## config.mk

```make
export PLATFORM = sky130hd
export DESIGN_NAME = edge_window_qualifier
export DESIGN_NICKNAME = d
export VERILOG_FILES = /design/src/rtl/ewq_pkg.sv /design/src/rtl/ewq_edge_sync.sv /design/src/rtl/ewq_interval_timer.sv /design/src/rtl/edge_window_qualifier.sv
export SDC_FILE = /design/constraint.sdc
export NUM_CORES = 1
export LEC_CHECK = 0
export BUFFER_PORTS_ARGS = -buffer_cell sky130_fd_sc_hd__buf_2
export CAP_MARGIN = 20
export CORE_ASPECT_RATIO = 0.7
export CORE_MARGIN = 5
export CORE_UTILIZATION = 51
export DETAILED_ROUTE_END_ITERATION = 12
export HOLD_SLACK_MARGIN = 0.02
export PLACE_DENSITY = 0.79
export REMOVE_ABC_BUFFERS = 1
export SYNTH_ARGS = -nofsm -noshare
export SYNTH_HDL_FRONTEND = slang
export SYNTH_HIERARCHICAL = 1
export SYNTH_SLANG_ARGS = --single-unit
```

## constraint.sdc

```tcl
create_clock -name clk_i -period 6.5 [get_ports clk_i]
set_clock_uncertainty 0.1 [all_clocks]
set_input_delay 1.625 -clock clk_i [delete_from_list [all_inputs] [get_ports clk_i]]
set_output_delay 1.625 -clock clk_i [all_outputs]
set_load 0.01 [all_outputs]
```

## src/rtl/ewq_pkg.sv

```systemverilog
package ewq_pkg;
  typedef enum logic [1:0] {
    MODE_SLEEP = 2'd0,
    MODE_ARM   = 2'd1,
    MODE_CHECK = 2'd2,
    MODE_RECV  = 2'd3
  } ewq_mode_e;
endpackage

```

## src/rtl/ewq_edge_sync.sv

```systemverilog
module ewq_edge_sync #(
  parameter int unsigned SYNC_STAGES = 2
) (
  input  logic clk_i,
  input  logic rst_ni,
  input  logic din_i,
  output logic level_o,
  output logic edge_o
);
  // one extra stage holds the previous synchronized level
  logic [SYNC_STAGES:0] sh_q;

  always_ff @(posedge clk_i or negedge rst_ni) begin
    if (!rst_ni) sh_q <= '0;
    else         sh_q <= {sh_q[SYNC_STAGES-1:0], din_i};
  end

  assign level_o = sh_q[SYNC_STAGES-1];
  assign edge_o  = sh_q[SYNC_STAGES] ^ sh_q[SYNC_STAGES-1];
endmodule

```

## src/rtl/ewq_interval_timer.sv

```systemverilog
module ewq_interval_timer #(
  parameter int unsigned CNT_W = 8
) (
  input  logic             clk_i,
  input  logic             rst_ni,
  input  logic             edge_i,
  output logic [CNT_W-1:0] cnt_o
);
  localparam logic [CNT_W-1:0] CNT_SAT = '1;

  logic [CNT_W-1:0] cnt_q;

  // counts cycles since the last edge and saturates at the top
  always_ff @(posedge clk_i or negedge rst_ni) begin
    if (!rst_ni)               cnt_q <= '0;
    else if (edge_i)           cnt_q <= CNT_W'(1);
    else if (cnt_q != CNT_SAT) cnt_q <= cnt_q + CNT_W'(1);
  end

  assign cnt_o = cnt_q;

  assert_restart_R3: assert property (@(posedge clk_i) disable iff (!rst_ni)
    edge_i |=> cnt_o == CNT_W'(1));
endmodule

```

## src/rtl/edge_window_qualifier.sv

```systemverilog
module edge_window_qualifier
  import ewq_pkg::*;
#(
  parameter int unsigned CNT_W         = 8,
  parameter int unsigned SEL_W         = 2,
  parameter int unsigned BITS_PER_STEP = 3,
  parameter int unsigned EDGES_PER_BIT = 2,
  parameter int unsigned SYNC_STAGES   = 2
) (
  input  logic             clk_i,
  input  logic             rst_ni,
  input  logic             start_i,
  input  logic             data_i,
  input  logic [CNT_W-1:0] win_min_i,
  input  logic [CNT_W-1:0] win_max_i,
  input  logic [SEL_W-1:0] bits_sel_i,
  output logic [1:0]       mode_o,
  output logic             data_o,
  output logic             fail_o
);
  localparam int unsigned STEP_CHECKS = BITS_PER_STEP * EDGES_PER_BIT;
  localparam int unsigned MAX_CHECKS  = ((1 << SEL_W) - 1) * STEP_CHECKS;
  localparam int unsigned LEFT_W      = $clog2(MAX_CHECKS + 1);

  ewq_mode_e        state_q;
  logic [CNT_W-1:0] min_q, max_q, cnt;
  logic [LEFT_W-1:0] left_q, need;
  logic             fail_q, level, edge_det, too_short, too_long;

  ewq_edge_sync #(.SYNC_STAGES(SYNC_STAGES)) i_sync (
    .clk_i   (clk_i),
    .rst_ni  (rst_ni),
    .din_i   (data_i),
    .level_o (level),
    .edge_o  (edge_det)
  );

  ewq_interval_timer #(.CNT_W(CNT_W)) i_timer (
    .clk_i  (clk_i),
    .rst_ni (rst_ni),
    .edge_i (edge_det),
    .cnt_o  (cnt)
  );

  assign need      = LEFT_W'(int'(bits_sel_i) * STEP_CHECKS);
  assign too_short = edge_det && (cnt < min_q);
  assign too_long  = cnt > max_q;

  always_ff @(posedge clk_i or negedge rst_ni) begin
    if (!rst_ni) begin
      state_q <= MODE_SLEEP;
      min_q   <= '0;
      max_q   <= '0;
      left_q  <= '0;
      fail_q  <= 1'b0;
    end else begin
      fail_q <= 1'b0;
      if (start_i) begin
        min_q   <= win_min_i;
        max_q   <= win_max_i;
        left_q  <= need;
        state_q <= (need == '0) ? MODE_RECV : MODE_ARM;
      end else begin
        unique case (state_q)
          MODE_ARM: if (edge_det) state_q <= MODE_CHECK;
          MODE_CHECK: begin
            if (too_short || too_long) begin
              state_q <= MODE_SLEEP;
              fail_q  <= 1'b1;
            end else if (edge_det) begin
              left_q <= left_q - LEFT_W'(1);
              if (left_q == LEFT_W'(1)) state_q <= MODE_RECV;
            end
          end
          default: ;
        endcase
      end
    end
  end

  assign mode_o = state_q;
  assign data_o = (state_q == MODE_RECV) && level;
  assign fail_o = fail_q;

  assert_fail_single_R7: assert property (@(posedge clk_i) disable iff (!rst_ni)
    fail_o |=> !fail_o);
  assert_sleep_hold_R7: assert property (@(posedge clk_i) disable iff (!rst_ni)
    (state_q == MODE_SLEEP && !start_i) |=> state_q == MODE_SLEEP);
  assert_fail_to_sleep_R5: assert property (@(posedge clk_i) disable iff (!rst_ni)
    fail_o |-> mode_o == 2'd0);
  assert_data_gate_R8: assert property (@(posedge clk_i) disable iff (!rst_ni)
    (mode_o != 2'd3) |-> !data_o);
  assert_recv_on_edge_R4: assert property (@(posedge clk_i) disable iff (!rst_ni)
    (state_q == MODE_RECV && $past(state_q) == MODE_CHECK && !$past(start_i))
      |-> $past(edge_det));
  assert_cfg_hold_R9: assert property (@(posedge clk_i) disable iff (!rst_ni)
    !start_i |=> ($stable(min_q) && $stable(max_q)));
endmodule

```

=== Word level (Yosys, flattened, before mapping) ===
Index checks and enable logic that the tools add are counted.

* Memories kept: 0
* Flip-flop bits (word level): 35
* Bits in writable memories: 0
* Latch bits: 0
* Bits in read-only memories: 0
* Logic and storage cells: 48

* $lt $le $gt $ge: 2
* Bitwise gates (word level): 1
* Add/sub/neg operators: 2
* Muxes and demuxes: 16
* Divide/modulo/power cells: 0
* Reduce and logical (&&, ||, !) cells: 10
* Shift-type cells: 0
* Multiply operators: 1
* Eq/ne operators: 9

{| class="wikitable"
|+ Operators by type and width
! operator !! number
|-
| 5-bit 2-to-1 mux || 4
|-
| 8-bit 2-to-1 mux || 2
|-
| 2-bit 2-to-1 mux || 6
|-
| 8-bit by 1-bit adder with 8-bit output, second input constant || 1
|-
| 8-bit > comparator || 1
|-
| 8-bit < comparator || 1
|-
| 4-bit != test, second input constant || 2
|-
| 8-bit != test, second input constant || 1
|-
| 2-bit nonzero test || 3
|-
| 5-bit by 1-bit == test with 1-bit output, second input constant || 1
|-
| 5-bit logical NOT || 1
|-
| 5-bit by 1-bit subtractor with 5-bit output, second input constant || 1
|-
| 2-bit == test, second input constant || 2
|-
| 2-bit by 2-bit multiplier with 4-bit output, second input constant || 1
|-
| 2-bit one-hot mux with 2 select lines || 1
|-
| 4-bit AND reduction || 1
|-
| 1-bit 2-to-1 mux || 3
|-
| 3-bit != test, second input constant || 1
|-
| 3-bit AND reduction || 1
|-
| 3-bit nonzero test || 1
|-
| 2-bit by 1-bit == test with 1-bit output, second input constant || 1
|-
| 1-bit logical AND || 2
|-
| 2-bit != test, second input constant || 1
|-
| 1-bit logical OR || 1
|-
| 1-bit XOR || 1
|}

=== Logic depth before layout (Yosys ltp) ===
* Word-level depth: 6
* Depth in mapped cells: 8
* Gate-level depth less buffers: 8

=== Hierarchy ===
Netlist, hierarchy kept.

{| class="wikitable"
|+ Modules (own cells, without submodules)
! module !! times used !! area an instance (µm²) !! cells an instance
|-
| edge_window_qualifier || 1 || 1,508.9 || 159
|-
| ewq_interval_timer || 1 || 434.2 || 48
|-
| ewq_edge_sync || 1 || 83.8 || 4
|}

=== Least setup slack after synthesis ===
No wires, ideal clock.

* Path type: input port to flip-flop
* From: input start_i
* To: register left_q[1]
* Data required time: 6.254 ns
* Buffers on the path: 2
* Arrival: 2.310 ns
* Stages on the path: 5
* Setup time: 0.146 ns
* Path slack: 3.944 ns
* Cells stage by stage: clkbuf_1 > buf_2 > nor2_1 > nand2_1 > o311ai_0

* Cells in the longest elaborated chain, start to end: 2
* Elaborated cells between the ends (all ways): 5
* Classes of those cells: 1 x eq/ne; 1 x mux; 3 x reduce/logical

{| class="wikitable"
|+ Ends and longest elaborated chain
! what !! line !! source
|-
| start: declaration || edge_window_qualifier.sv:12 || <nowiki>input logic start_i,</nowiki>
|-
| 2-bit != test (no line) or 2-bit nonzero test (tied branches) || n/a ||
|-
| 3-bit AND reduction (no line) || n/a ||
|-
| end signal: assignment || edge_window_qualifier.sv:61 || <nowiki>left_q <= need;</nowiki>
|-
| end signal: assignment || edge_window_qualifier.sv:71 || <nowiki>left_q <= left_q - LEFT_W'(1);</nowiki>
|-
| end: declaration || edge_window_qualifier.sv:27 || <nowiki>logic [LEFT_W-1:0] left_q, need;</nowiki>
|}

Several ways; a longest one is shown, not always the timed one.
A chain may end at the register's enable or synchronous reset.

=== Final worst setup path ===
* From: register state_q[0], in the netlist mode_o[0]
* To: output data_o

* Cells in the longest elaborated chain, start to end: 2

{| class="wikitable"
|+ Ends and longest elaborated chain
! what !! line !! source
|-
| start: declaration || edge_window_qualifier.sv:25 || <nowiki>ewq_mode_e state_q;</nowiki>
|-
| start signal: assignment || edge_window_qualifier.sv:62 || <nowiki>state_q <= (need == '0) ? MODE_RECV : MODE_ARM;</nowiki>
|-
| 2-bit == test || edge_window_qualifier.sv:82 || <nowiki>assign data_o = (state_q == MODE_RECV) && level;</nowiki>
|-
| 1-bit logical AND || edge_window_qualifier.sv:82 ||
|-
| end: declaration || edge_window_qualifier.sv:18 || <nowiki>output logic data_o,</nowiki>
|}

Every way passes these cells.

==> results.toml <==
[outcome]
status = "completed"

[grt]
antenna_found_initial = 0
grt.total_usage = 0.164
grt_max_degree = 47
grt-ovfl-total = 0
grt_pass1_wl_mm = 6.90
grt_pass1_vias = 1466

[final_layout]
regArea_um2 = 876
syn2layout_area_growth_pct = 11.7
layout-drive-gt1-share = 0.187
insertedDiodeCount = 0
nFillCells = 345
final_nets = 277
multi_input_area_um2 = 1020

[sta]
slew_viol_final = 0
setup_ws_ns = 3.75
fmax_ghz = 0.364
post-route-min-period_ns = 2.75
final_hold_viol_count = 0
setup_viol = 0
slew_headroom = 0.313
grt_setup_unrepaired = "no"
finalCritPeriodShare = 0.423
setup_tns_ns = 0
tightestPinTransition_ns = 1.03
hold_slack_ns = 0.260

[clock_tree]
cts_buffers = 5
hold_buffers = 0
ctsResizeCount = 0
clock_sinks = 35
cts_buffer_depth = 2
clk_latency_ns = 0.30
clk_pin_slew_ns = 0.07
cts_setup_buffers = 0
h-tree-depth = 2
root_buffer = "clkbuf_8"
cts_tree = "built"

[routing]
finalWirelength_mm = 4.16
drt_iter0_drc = 111
drtAntennaViolNets = 0
wl_per_cell_um = 14.5
dr.pass1.iters = 4
drc = 0
avgViaCountPerCell = 5.43
vias = 1558

[yosys]
yosysUniqueCellTypes = 42
syn_inst = 211
synth_area_leaders = "dfrtp_1 (43%), ha_1 (13%), inv_1 (4.4%)"
ys_top_cells_by_count = "dfrtp_1 (35), inv_1 (24), nand2_1 (22), ha_1 (21), o21ai_0 (16)"
synth.most_common_cell = "dfrtp_1"
synth_largest_area_cell = "dfrtp_1"
syn_avg_cell_area_um2 = 9.61
yosysTopAreaCellShare = 0.432
synth_seq_cells = 35
ys.flop_type = "dfrtp_1"
yosysSeqAreaShare = 0.432
syn-cell-area_um2 = 2030
yosysWarnings = 6
async_flop_share = 1.00
synth_edf_count = 0

[power_and_ir_drop]
leakage_nw = 1.09
powerDensity_nw_per_um2 = 247
peakVddDrop_uv = 148

[critical_path]
end_kind = "output pin"
worstPathRequired_ns = 4.78
worstPathArrival_ns = 1.02
reg2regPathDepth = 6
path_class = "reg2out"
start_kind = "flip-flop"
worst-path-max-fanout = 5

[floorplanning]
core-area_um2 = 3870
row_count = 19
die_h_um = 62.7
initial_core_util = 0.523
die_w_um = 85.4
io_pins = 26
dieArea_um2 = 5360

[hold_path]
hold_class = "reg2reg"
min_path_cells = 0

[placement]
portBuffers = 25
gp_congestion = 0.861
dp_slack_ns = 3.55
hpwl_mm = 2.83

[job]
drv_cap = 0
==> per-layer routing <==
layer | vias to the layer above | track usage | share of wire
met3 | 7 | 0.0619 | 0.060
met4 | 0 | 0.0415 | 0.011
met5 | - | 0 | 0
met1 | 730 | 0.224 | 0.50
li1 | 784 | - | -
met2 | 37 | 0.244 | 0.43
==> worst paths after layout <==
kind,startpoint,to,slack (ns)
max,mode_o[0]$_DFFE_PN0P_,data_o,3.75
min,i_sync/sh_q[0]$_DFF_PN0_,i_sync/sh_q[1]$_DFF_PN0_,0.26
max reg2reg,i_sync/sh_q[1]$_DFF_PN0_,mode_o[1]$_DFFE_PN0P_,3.94
min reg2reg,i_sync/sh_q[0]$_DFF_PN0_,i_sync/sh_q[1]$_DFF_PN0_,0.26
max in group asynchronous,rst_ni,max_q[2]$_DFFE_PN0P_,4.48
min in group asynchronous,rst_ni,min_q[6]$_DFFE_PN0P_,1.31
==> layout by cell type (no fill, tap or decap), drive strengths merged, types with 5 or more instances in the layout <==
cell	n
dfrtp	35
buf	25
inv	24
nand2	23
ha	21
o21ai	17
a21oi	10
nor3	9
nor2	7
a211oi	6
nand2b	5
nand3	5
clkbuf	5
==> flip-flops by register name (all words and copies together), names as in the netlist <==
register,flops
i_timer/cnt_o,8
fail_o,1
max_q,8
mode_o,2
min_q,8
i_sync/sh_q,3
left_q,5
==> per-stage QoR <==
stage,util,std cells,power (mW),instance area (µm²)
after floorplan,-,202,0.357,1990
after global placement,0.562,279,0.398,2180
after detailed placement,0.562,279,0.403,2180
after CTS,0.584,287,0.562,2260
after global routing,0.584,287,0.596,2260
final,0.584,287,0.560,2260
==> power by group <==
group          switching, mW  internal (mW)  total [mW]
logic                 0.0785         0.0566       0.135
registers             0.0231          0.242       0.265
clock network         0.0856         0.0745       0.160
==> cell families after synthesis <==
kind of cell / after synthesis / share of synthesized area
AO/OA/AOI/OAI: 49 / 0.169
XOR/XNOR: 4 / 0.0173
adder cells (fa/ha/maj): 21 / 0.130
buffers and inverters: 33 / 0.0648
flip-flops: 35 / 0.432
multiplexers: 3 / 0.0160
AND/OR/NAND/NOR: 66 / 0.172
==> area by class of cell <==
cell class	instances	share of cell area
clock buffer	5	0.0304
tap	52	0.0287
timing repair buffer	25	0.0552
multi-input combinational	143	0.450
sequential	35	0.387
inverter	24	0.0398
clock inverter	3	0.00884
==> worst max-delay path, cell delays in order (launching register included) <==
cell	delay [ns]
dfrtp_1	0.42
and3_1	0.17
buf_2	0.13
Power figures use the tool's default switching activity.
